==> src/rtl/acc_alu_pkg.sv <==
`timescale 1ns/1ps
package acc_alu_pkg;

    typedef enum logic [2:0] {
        OP_ADD = 3'd0,
        OP_ADC = 3'd1,
        OP_SUB = 3'd2,
        OP_SBC = 3'd3,
        OP_AND = 3'd4
    } alu_op_e;

    // bit positions inside the packed status byte
    localparam int unsigned FB_S  = 7;
    localparam int unsigned FB_Z  = 6;
    localparam int unsigned FB_H  = 4;
    localparam int unsigned FB_PV = 2;
    localparam int unsigned FB_N  = 1;
    localparam int unsigned FB_C  = 0;

    typedef struct packed {
        logic s;
        logic z;
        logic h;
        logic pv;
        logic n;
        logic c;
    } alu_flags_t;

    function automatic logic [7:0] pack_flags(alu_flags_t f);
        logic [7:0] b;
        b        = 8'h00;
        b[FB_S]  = f.s;
        b[FB_Z]  = f.z;
        b[FB_H]  = f.h;
        b[FB_PV] = f.pv;
        b[FB_N]  = f.n;
        b[FB_C]  = f.c;
        return b;
    endfunction

endpackage

==> src/rtl/acc_alu_decode.sv <==
`timescale 1ns/1ps
module acc_alu_decode
    import acc_alu_pkg::*;
#(
    parameter int SRC_W = 3
) (
    input  logic [7:0]       opcode,
    output alu_op_e          op,
    output logic [SRC_W-1:0] src,
    output logic             src_is_acc,
    output logic             bad
);
    localparam logic [1:0] GROUP_CODE = 2'b10;

    always_comb begin
        src        = opcode[SRC_W-1:0];
        src_is_acc = &opcode[SRC_W-1:0];
        op         = OP_ADD;
        bad        = 1'b1;
        if (opcode[7:6] == GROUP_CODE) begin
            case (opcode[5:3])
                3'd0: begin op = OP_ADD; bad = 1'b0; end
                3'd1: begin op = OP_ADC; bad = 1'b0; end
                3'd2: begin op = OP_SUB; bad = 1'b0; end
                3'd3: begin op = OP_SBC; bad = 1'b0; end
                3'd4: begin op = OP_AND; bad = 1'b0; end
                default: begin op = OP_ADD; bad = 1'b1; end
            endcase
        end
    end
endmodule

==> src/rtl/acc_alu_exec.sv <==
`timescale 1ns/1ps
module acc_alu_exec
    import acc_alu_pkg::*;
#(
    parameter int DW = 8
) (
    input  alu_op_e       op,
    input  logic [DW-1:0] a,
    input  logic [DW-1:0] b,
    input  logic          cin,
    output logic [DW-1:0] res,
    output alu_flags_t    fl
);
    localparam int HB = 4;   // half-carry boundary

    logic          is_sub;
    logic          use_c;
    logic          carry0;
    logic [DW-1:0] b_eff;
    logic [DW:0]   full;
    logic [HB:0]   low;

    always_comb begin
        is_sub = (op == OP_SUB) || (op == OP_SBC);
        use_c  = ((op == OP_ADC) || (op == OP_SBC)) && cin;
        // subtraction as a + ~b + 1, minus the borrow-in
        b_eff  = is_sub ? ~b : b;
        carry0 = is_sub ? ~use_c : use_c;
        full   = {1'b0, a} + {1'b0, b_eff} + {{DW{1'b0}}, carry0};
        low    = {1'b0, a[HB-1:0]} + {1'b0, b_eff[HB-1:0]} + {{HB{1'b0}}, carry0};

        fl = '0;
        if (op == OP_AND) begin
            res   = a & b;
            fl.h  = 1'b1;
            fl.c  = 1'b0;
            fl.n  = 1'b0;
            fl.pv = ~^res;
        end else begin
            res   = full[DW-1:0];
            fl.c  = is_sub ? ~full[DW] : full[DW];
            fl.h  = is_sub ? ~low[HB]  : low[HB];
            fl.n  = is_sub;
            fl.pv = (a[DW-1] == b_eff[DW-1]) && (full[DW-1] != a[DW-1]);
        end
        fl.s = res[DW-1];
        fl.z = (res == '0);
    end
endmodule

==> src/rtl/acc_alu_tstate.sv <==
`timescale 1ns/1ps
module acc_alu_tstate #(
    parameter int TSTATES = 4
) (
    input  logic clk,
    input  logic rst_n,
    input  logic start,
    output logic busy,
    output logic last
);
    localparam int CW = $clog2(TSTATES + 1);
    localparam logic [CW-1:0] FINAL_T = CW'(TSTATES - 1);

    typedef struct packed {
        logic [CW-1:0] cnt;
    } ts_st_t;

    ts_st_t st_d, st_q;

    assign busy = (st_q.cnt != '0);
    assign last = busy && (st_q.cnt == FINAL_T);

    always_comb begin
        st_d = st_q;
        if (!busy && start) begin
            st_d.cnt = CW'(1);
        end else if (last) begin
            st_d.cnt = '0;
        end else if (busy) begin
            st_d.cnt = st_q.cnt + CW'(1);
        end
    end

    always_ff @(posedge clk) begin
        if (!rst_n) st_q <= '0;
        else        st_q <= st_d;
    end

    AST_TSTATE_RANGE: assert property (@(posedge clk) disable iff (!rst_n)
        st_q.cnt <= FINAL_T);
    AST_TSTATE_ADVANCE: assert property (@(posedge clk) disable iff (!rst_n)
        (busy && !last) |=> (st_q.cnt == $past(st_q.cnt) + CW'(1)));
endmodule

==> src/rtl/acc_alu.sv <==
`timescale 1ns/1ps
module acc_alu
    import acc_alu_pkg::*;
#(
    parameter int DW      = 8,
    parameter int NREG    = 8,
    parameter int TSTATES = 4
) (
    input  logic                   clk,
    input  logic                   rst_n,
    input  logic                   op_strobe,
    input  logic [7:0]             opcode,
    input  logic [DW-1:0]          acc_in,
    input  logic [(NREG-1)*DW-1:0] regs_in,
    input  logic                   carry_in,
    output logic [DW-1:0]          acc_out,
    output logic [7:0]             flags_out,
    output logic                   busy,
    output logic                   done,
    output logic                   illegal
);
    localparam int SRC_W = $clog2(NREG);
    localparam int NGPR  = NREG - 1;

    typedef struct packed {
        logic [DW-1:0] acc;
        logic [7:0]    flags;
        logic          done;
        logic          illegal;
        alu_op_e       op;
        logic          bad;
        logic [DW-1:0] opa;
        logic [DW-1:0] opb;
        logic          cin;
    } core_st_t;

    core_st_t st_d, st_q;

    alu_op_e          dec_op;
    logic [SRC_W-1:0] dec_src;
    logic             dec_src_acc;
    logic             dec_bad;
    logic [DW-1:0]    src_val;
    logic [DW-1:0]    ex_res;
    alu_flags_t       ex_fl;
    logic             ts_busy;
    logic             ts_last;
    logic             accept;

    acc_alu_decode #(.SRC_W(SRC_W)) u_decode (
        .opcode     (opcode),
        .op         (dec_op),
        .src        (dec_src),
        .src_is_acc (dec_src_acc),
        .bad        (dec_bad)
    );

    // source operand: general register or the accumulator itself
    always_comb begin
        src_val = acc_in;
        for (int i = 0; i < NGPR; i++) begin
            if (!dec_src_acc && (dec_src == SRC_W'(i))) begin
                src_val = regs_in[i*DW +: DW];
            end
        end
    end

    acc_alu_tstate #(.TSTATES(TSTATES)) u_tstate (
        .clk   (clk),
        .rst_n (rst_n),
        .start (op_strobe),
        .busy  (ts_busy),
        .last  (ts_last)
    );

    acc_alu_exec #(.DW(DW)) u_exec (
        .op  (st_q.op),
        .a   (st_q.opa),
        .b   (st_q.opb),
        .cin (st_q.cin),
        .res (ex_res),
        .fl  (ex_fl)
    );

    assign accept = op_strobe && !ts_busy;

    always_comb begin
        st_d         = st_q;
        st_d.done    = 1'b0;
        st_d.illegal = 1'b0;
        if (accept) begin
            st_d.op  = dec_op;
            st_d.bad = dec_bad;
            st_d.opa = acc_in;
            st_d.opb = src_val;
            st_d.cin = carry_in;
        end
        if (ts_last) begin
            st_d.done = 1'b1;
            if (st_q.bad) begin
                st_d.illegal = 1'b1;
            end else begin
                st_d.acc   = ex_res;
                st_d.flags = pack_flags(ex_fl);
            end
        end
    end

    always_ff @(posedge clk) begin
        if (!rst_n) begin
            st_q    <= '0;
            st_q.op <= OP_ADD;
        end else begin
            st_q <= st_d;
        end
    end

    assign acc_out   = st_q.acc;
    assign flags_out = st_q.flags;
    assign busy      = ts_busy;
    assign done      = st_q.done;
    assign illegal   = st_q.illegal;

    AST_DONE_PULSE: assert property (@(posedge clk) disable iff (!rst_n)
        done |=> !done);
    AST_DONE_AFTER_BUSY: assert property (@(posedge clk) disable iff (!rst_n)
        done |-> ($past(busy) && !busy));
    AST_OUT_HOLD: assert property (@(posedge clk) disable iff (!rst_n)
        !done |-> ($stable(acc_out) && $stable(flags_out)));
    AST_ILLEGAL_HOLD: assert property (@(posedge clk) disable iff (!rst_n)
        illegal |-> (done && $stable(acc_out) && $stable(flags_out)));
    AST_AND_FLAGS: assert property (@(posedge clk) disable iff (!rst_n)
        (done && !illegal && st_q.op == OP_AND) |->
        (flags_out[FB_H] && !flags_out[FB_C] && !flags_out[FB_N]));
    AST_SUB_MARK: assert property (@(posedge clk) disable iff (!rst_n)
        (done && !illegal) |->
        (flags_out[FB_N] == (st_q.op == OP_SUB || st_q.op == OP_SBC)));
    AST_SIGN_ZERO: assert property (@(posedge clk) disable iff (!rst_n)
        (done && !illegal) |->
        (flags_out[FB_Z] == (acc_out == '0) && flags_out[FB_S] == acc_out[DW-1]));
endmodule

==> config.mk <==
export PLATFORM = sky130hd
export DESIGN_NAME = acc_alu
export DESIGN_NICKNAME = d
export VERILOG_FILES = /design/src/rtl/acc_alu_pkg.sv /design/src/rtl/acc_alu_decode.sv /design/src/rtl/acc_alu_exec.sv /design/src/rtl/acc_alu_tstate.sv /design/src/rtl/acc_alu.sv
export SDC_FILE = /design/constraint.sdc
export NUM_CORES = 1
export LEC_CHECK = 0
export BUFFER_PORTS_ARGS = -buffer_cell sky130_fd_sc_hd__buf_2
export CAP_MARGIN = 20
export CORE_UTILIZATION = 56
export DETAILED_ROUTE_END_ITERATION = 10
export MAX_ROUTING_LAYER = met4
export PLACE_DENSITY = 0.86
export REMOVE_ABC_BUFFERS = 1
export SLEW_MARGIN = 30
export SYNTH_ARGS = -nofsm -noshare
export SYNTH_HDL_FRONTEND = slang
export SYNTH_SLANG_ARGS = --single-unit
==> constraint.sdc <==
create_clock -name clk -period 7.35 [get_ports clk]
set_input_delay 1.47 -clock clk [delete_from_list [all_inputs] [get_ports clk]]
set_output_delay 1.47 -clock clk [all_outputs]
set_load 0.01 [all_outputs]
==> flow_metrics.py <==
metrics = {
    "status": {
        "outcome": "complete, no violations",
    },
    "grt": {
        "grtUsageTotal_pct": 27.4,
        "antenna_found_initial": 0,
        "grt_max_degree": 46,
        "overflow": 0,
        "grt_pass1_wl_um": 12900,
        "grt_pass1_vias": 2959,
    },
    "power_and_ir_drop": {
        "internal_power_uw": 379,
        "p_comb_share_pct": 34.1,
        "powerDensity_nw_per_um2": 164,
        "clkPwrFrac_pct": 24.1,
        "power_leakage_uw": 0.00149,
        "seqPwrFrac_pct": 41.8,
        "irDropWorstVdd_mv": 0.109,
        "switching_share_pct": 34.4,
        "p_sw_uw": 199,
    },
    "sta": {
        "max_clock_freq_mhz": 315,
        "fin_crit_ns": 3.18,
        "setup_tns_ns": 0,
        "finClkSkew_ns": 0.00928,
        "slew_violations": 0,
        "worstMarginPinSlew_ns": 0.839,
        "setup_viol": 0,
        "min_period_over_period_pct": 43.3,
        "hold_violations": 0,
        "whs_ns": 0.469,
        "slew_headroom_pct": 44.0,
        "rsz0062_at_grt": "false",
    },
    "critical_path": {
        "worstPathRequired_ns": 7.56,
        "crit_fanout": 13,
        "worstPathArrival_ns": 3.39,
        "worstSetupStartpointType": "flip-flop",
        "endpoint_kind": "flip-flop",
        "worstSetupPathType": "reg2reg",
    },
    "synthesis": {
        "postSynth.asyncResetShare_pct": 0,
        "synthDistinctLibCells": 49,
        "synth_warnings": 0,
        "syn_inst": 432,
        "synth_area_leader_cell": "dfxtp_1",
        "syn_area_per_cell_um2": 7.21,
        "synth_edf_count": 0,
        "synthFlopType": "dfxtp_1",
        "synth-seq-cells": 39,
        "seq_area_frac_synth_pct": 25.1,
        "post-synth-top-area-fraction_pct": 25.1,
        "netlist_area_um2": 3110,
        "synth_area_leaders": "dfxtp_1 (25%), o21ai_0 (7.6%), a21oi_1 (7.2%)",
    },
    "routing": {
        "drt_iter0_markers": 122,
        "wl_per_cell_um": 13.5,
        "drc": 0,
        "ant_nets": 0,
        "wl_um": 7560,
        "vias": 3213,
        "dr.pass1.iters": 4,
        "via_per_inst": 5.74,
    },
    "cells_and_area": {
        "instances_no_fill": 560,
        "fin_util_pct": 67.2,
        "final_common_cell": "buf_2",
        "antenna_cells": 0,
        "drive_gt1_share_pct": 21.8,
        "fillers": 454,
        "areaGrowthSynthToFinish_pct": 13.0,
        "final_cell_mix": "buf_2 (92), nand2_1 (54), o21ai_0 (47)",
        "nNetsFinal": 577,
    },
    "floorplanning": {
        "core-area_um2": 5240,
        "start_util_pct": 59.5,
        "dieArea_um2": 5860,
        "die_h_um": 76.6,
        "rows": 26,
        "die_w_um": 76.6,
        "ios": 95,
    },
    "clock_network": {
        "clock-sinks": 39,
        "cts_resized": 0,
        "clockRootBuffer": "clkbuf_8",
        "h-tree-depth": 2,
        "cts_buffers": 5,
        "clkLatencyLatePin_ns": 0.30,
        "cts_tree": "yes",
        "cts_hold_buf": 0,
        "cts.clk_slew.worst_paths_ns": 0.07,
        "postCtsSetupBuffers": 0,
        "clk_path_buf_depth": 2,
    },
    "placement": {
        "dp_hpwl_um": 5760,
        "placed_cells": 552,
        "port-buffer-count": 92,
        "gp_congestion": 0.914,
    },
    "hold_path": {
        "hold_class": "reg2reg",
    },
    "run": {
        "maxCapViolCount": 0,
    },
}
-- synthesized netlist by cell type, types with 3 or more instances --
cell type / n
nor2b_1: 13
mux2i_1: 3
clkbuf_1: 21
dfxtp_1: 39
xnor2_1: 18
nand2b_1: 3
nand3b_1: 3
o31ai_1: 3
inv_1: 9
a21oi_1: 45
nand2_1: 54
o221ai_1: 8
buf_2: 5
or2_2: 3
nand3_1: 5
buf_4: 17
ha_1: 10
a22oi_1: 10
o21ai_1: 3
and3_1: 4
o21ai_0: 47
a211oi_1: 11
and2_1: 3
nor2_1: 43
xor2_1: 3
a2bb2oi_1: 8
nor3b_1: 12
-- worst max-delay path, cell delays in order, from the launching register on --
cell	delay (ns)
dfxtp_1	0.45
nand2b_1	0.42
xor2_1	0.33
fa_1	0.23
inv_1	0.06
fa_1	0.41
a211oi_2	0.31
nor3b_2	0.11
mux2i_1	0.13
o31ai_1	0.31
nand4_1	0.16
o31ai_2	0.18
-- registers in the layout, indices dropped and copies added, names as in the netlist --
register and cells:
st_q 21, acc_out 8, flags_out 5, u_tstate.st_q 3
done 1, illegal 1
-- per-layer routing --
layer | part of all wire, % | global-route usage (%)
met1 | 44 | 31.9
met2 | 47 | 47.2
met5 | 0 | -
met4 | 2.0 | 9.81
met3 | 6.3 | 4.79
-- per-stage QoR --
step	setup slack, ns	power [uW]	area [um^2]
floorplan	4.57	375	2880
global placement	4.03	433	3440
detailed placement	3.95	440	3440
CTS	4.15	577	3520
global route	3.86	616	3520
finish	4.17	578	3520
-- power by group through the flow --
| stage | clock network (uW) | registers, uW | logic [uW] |
|---|---|---|---|
| global placement | 0 | 245 | 187 |
| floorplan | 0 | 244 | 132 |
| finish | 139 | 242 | 197 |
| detailed placement | 0 | 246 | 194 |
| CTS | 140 | 241 | 196 |
| global route | 149 | 244 | 223 |
-- final timing paths --
check	from	end	slack, ns	depth (start not counted)
hold reg to reg	st_q[0]	st_q[0]	0.47	2
setup / recovery	st_q[19]	flags_out[6]	4.17	11
hold / removal	st_q[0]	st_q[0]	0.47	2
setup reg to reg	st_q[19]	flags_out[6]	4.17	11
-- layout make-up --
cell class	count	area, um^2	area share [%]
well taps	70	87.6	2.49
multi-input cells	341	2070	58.8
clock inverters	1	5.00	0.142
flip-flops and latches	39	781	22.2
inverters	9	33.8	0.960
clock buffers	7	76.3	2.17
repair buffers	93	468	13.3
-- logic make-up after synthesis --
group / count (synthesis) / share of synthesized area (%)
AO/OA/AOI/OAI: 146 / 28.8
XOR/XNOR: 21 / 5.91
adder cells (fa/ha/maj): 12 / 5.30
buffers and inverters: 53 / 8.64
flip-flops: 39 / 25.1
multiplexers: 4 / 1.33
other: 1 / 0.120
AND/OR/NAND/NOR: 156 / 24.8
(Power assumes the default switching activity.)
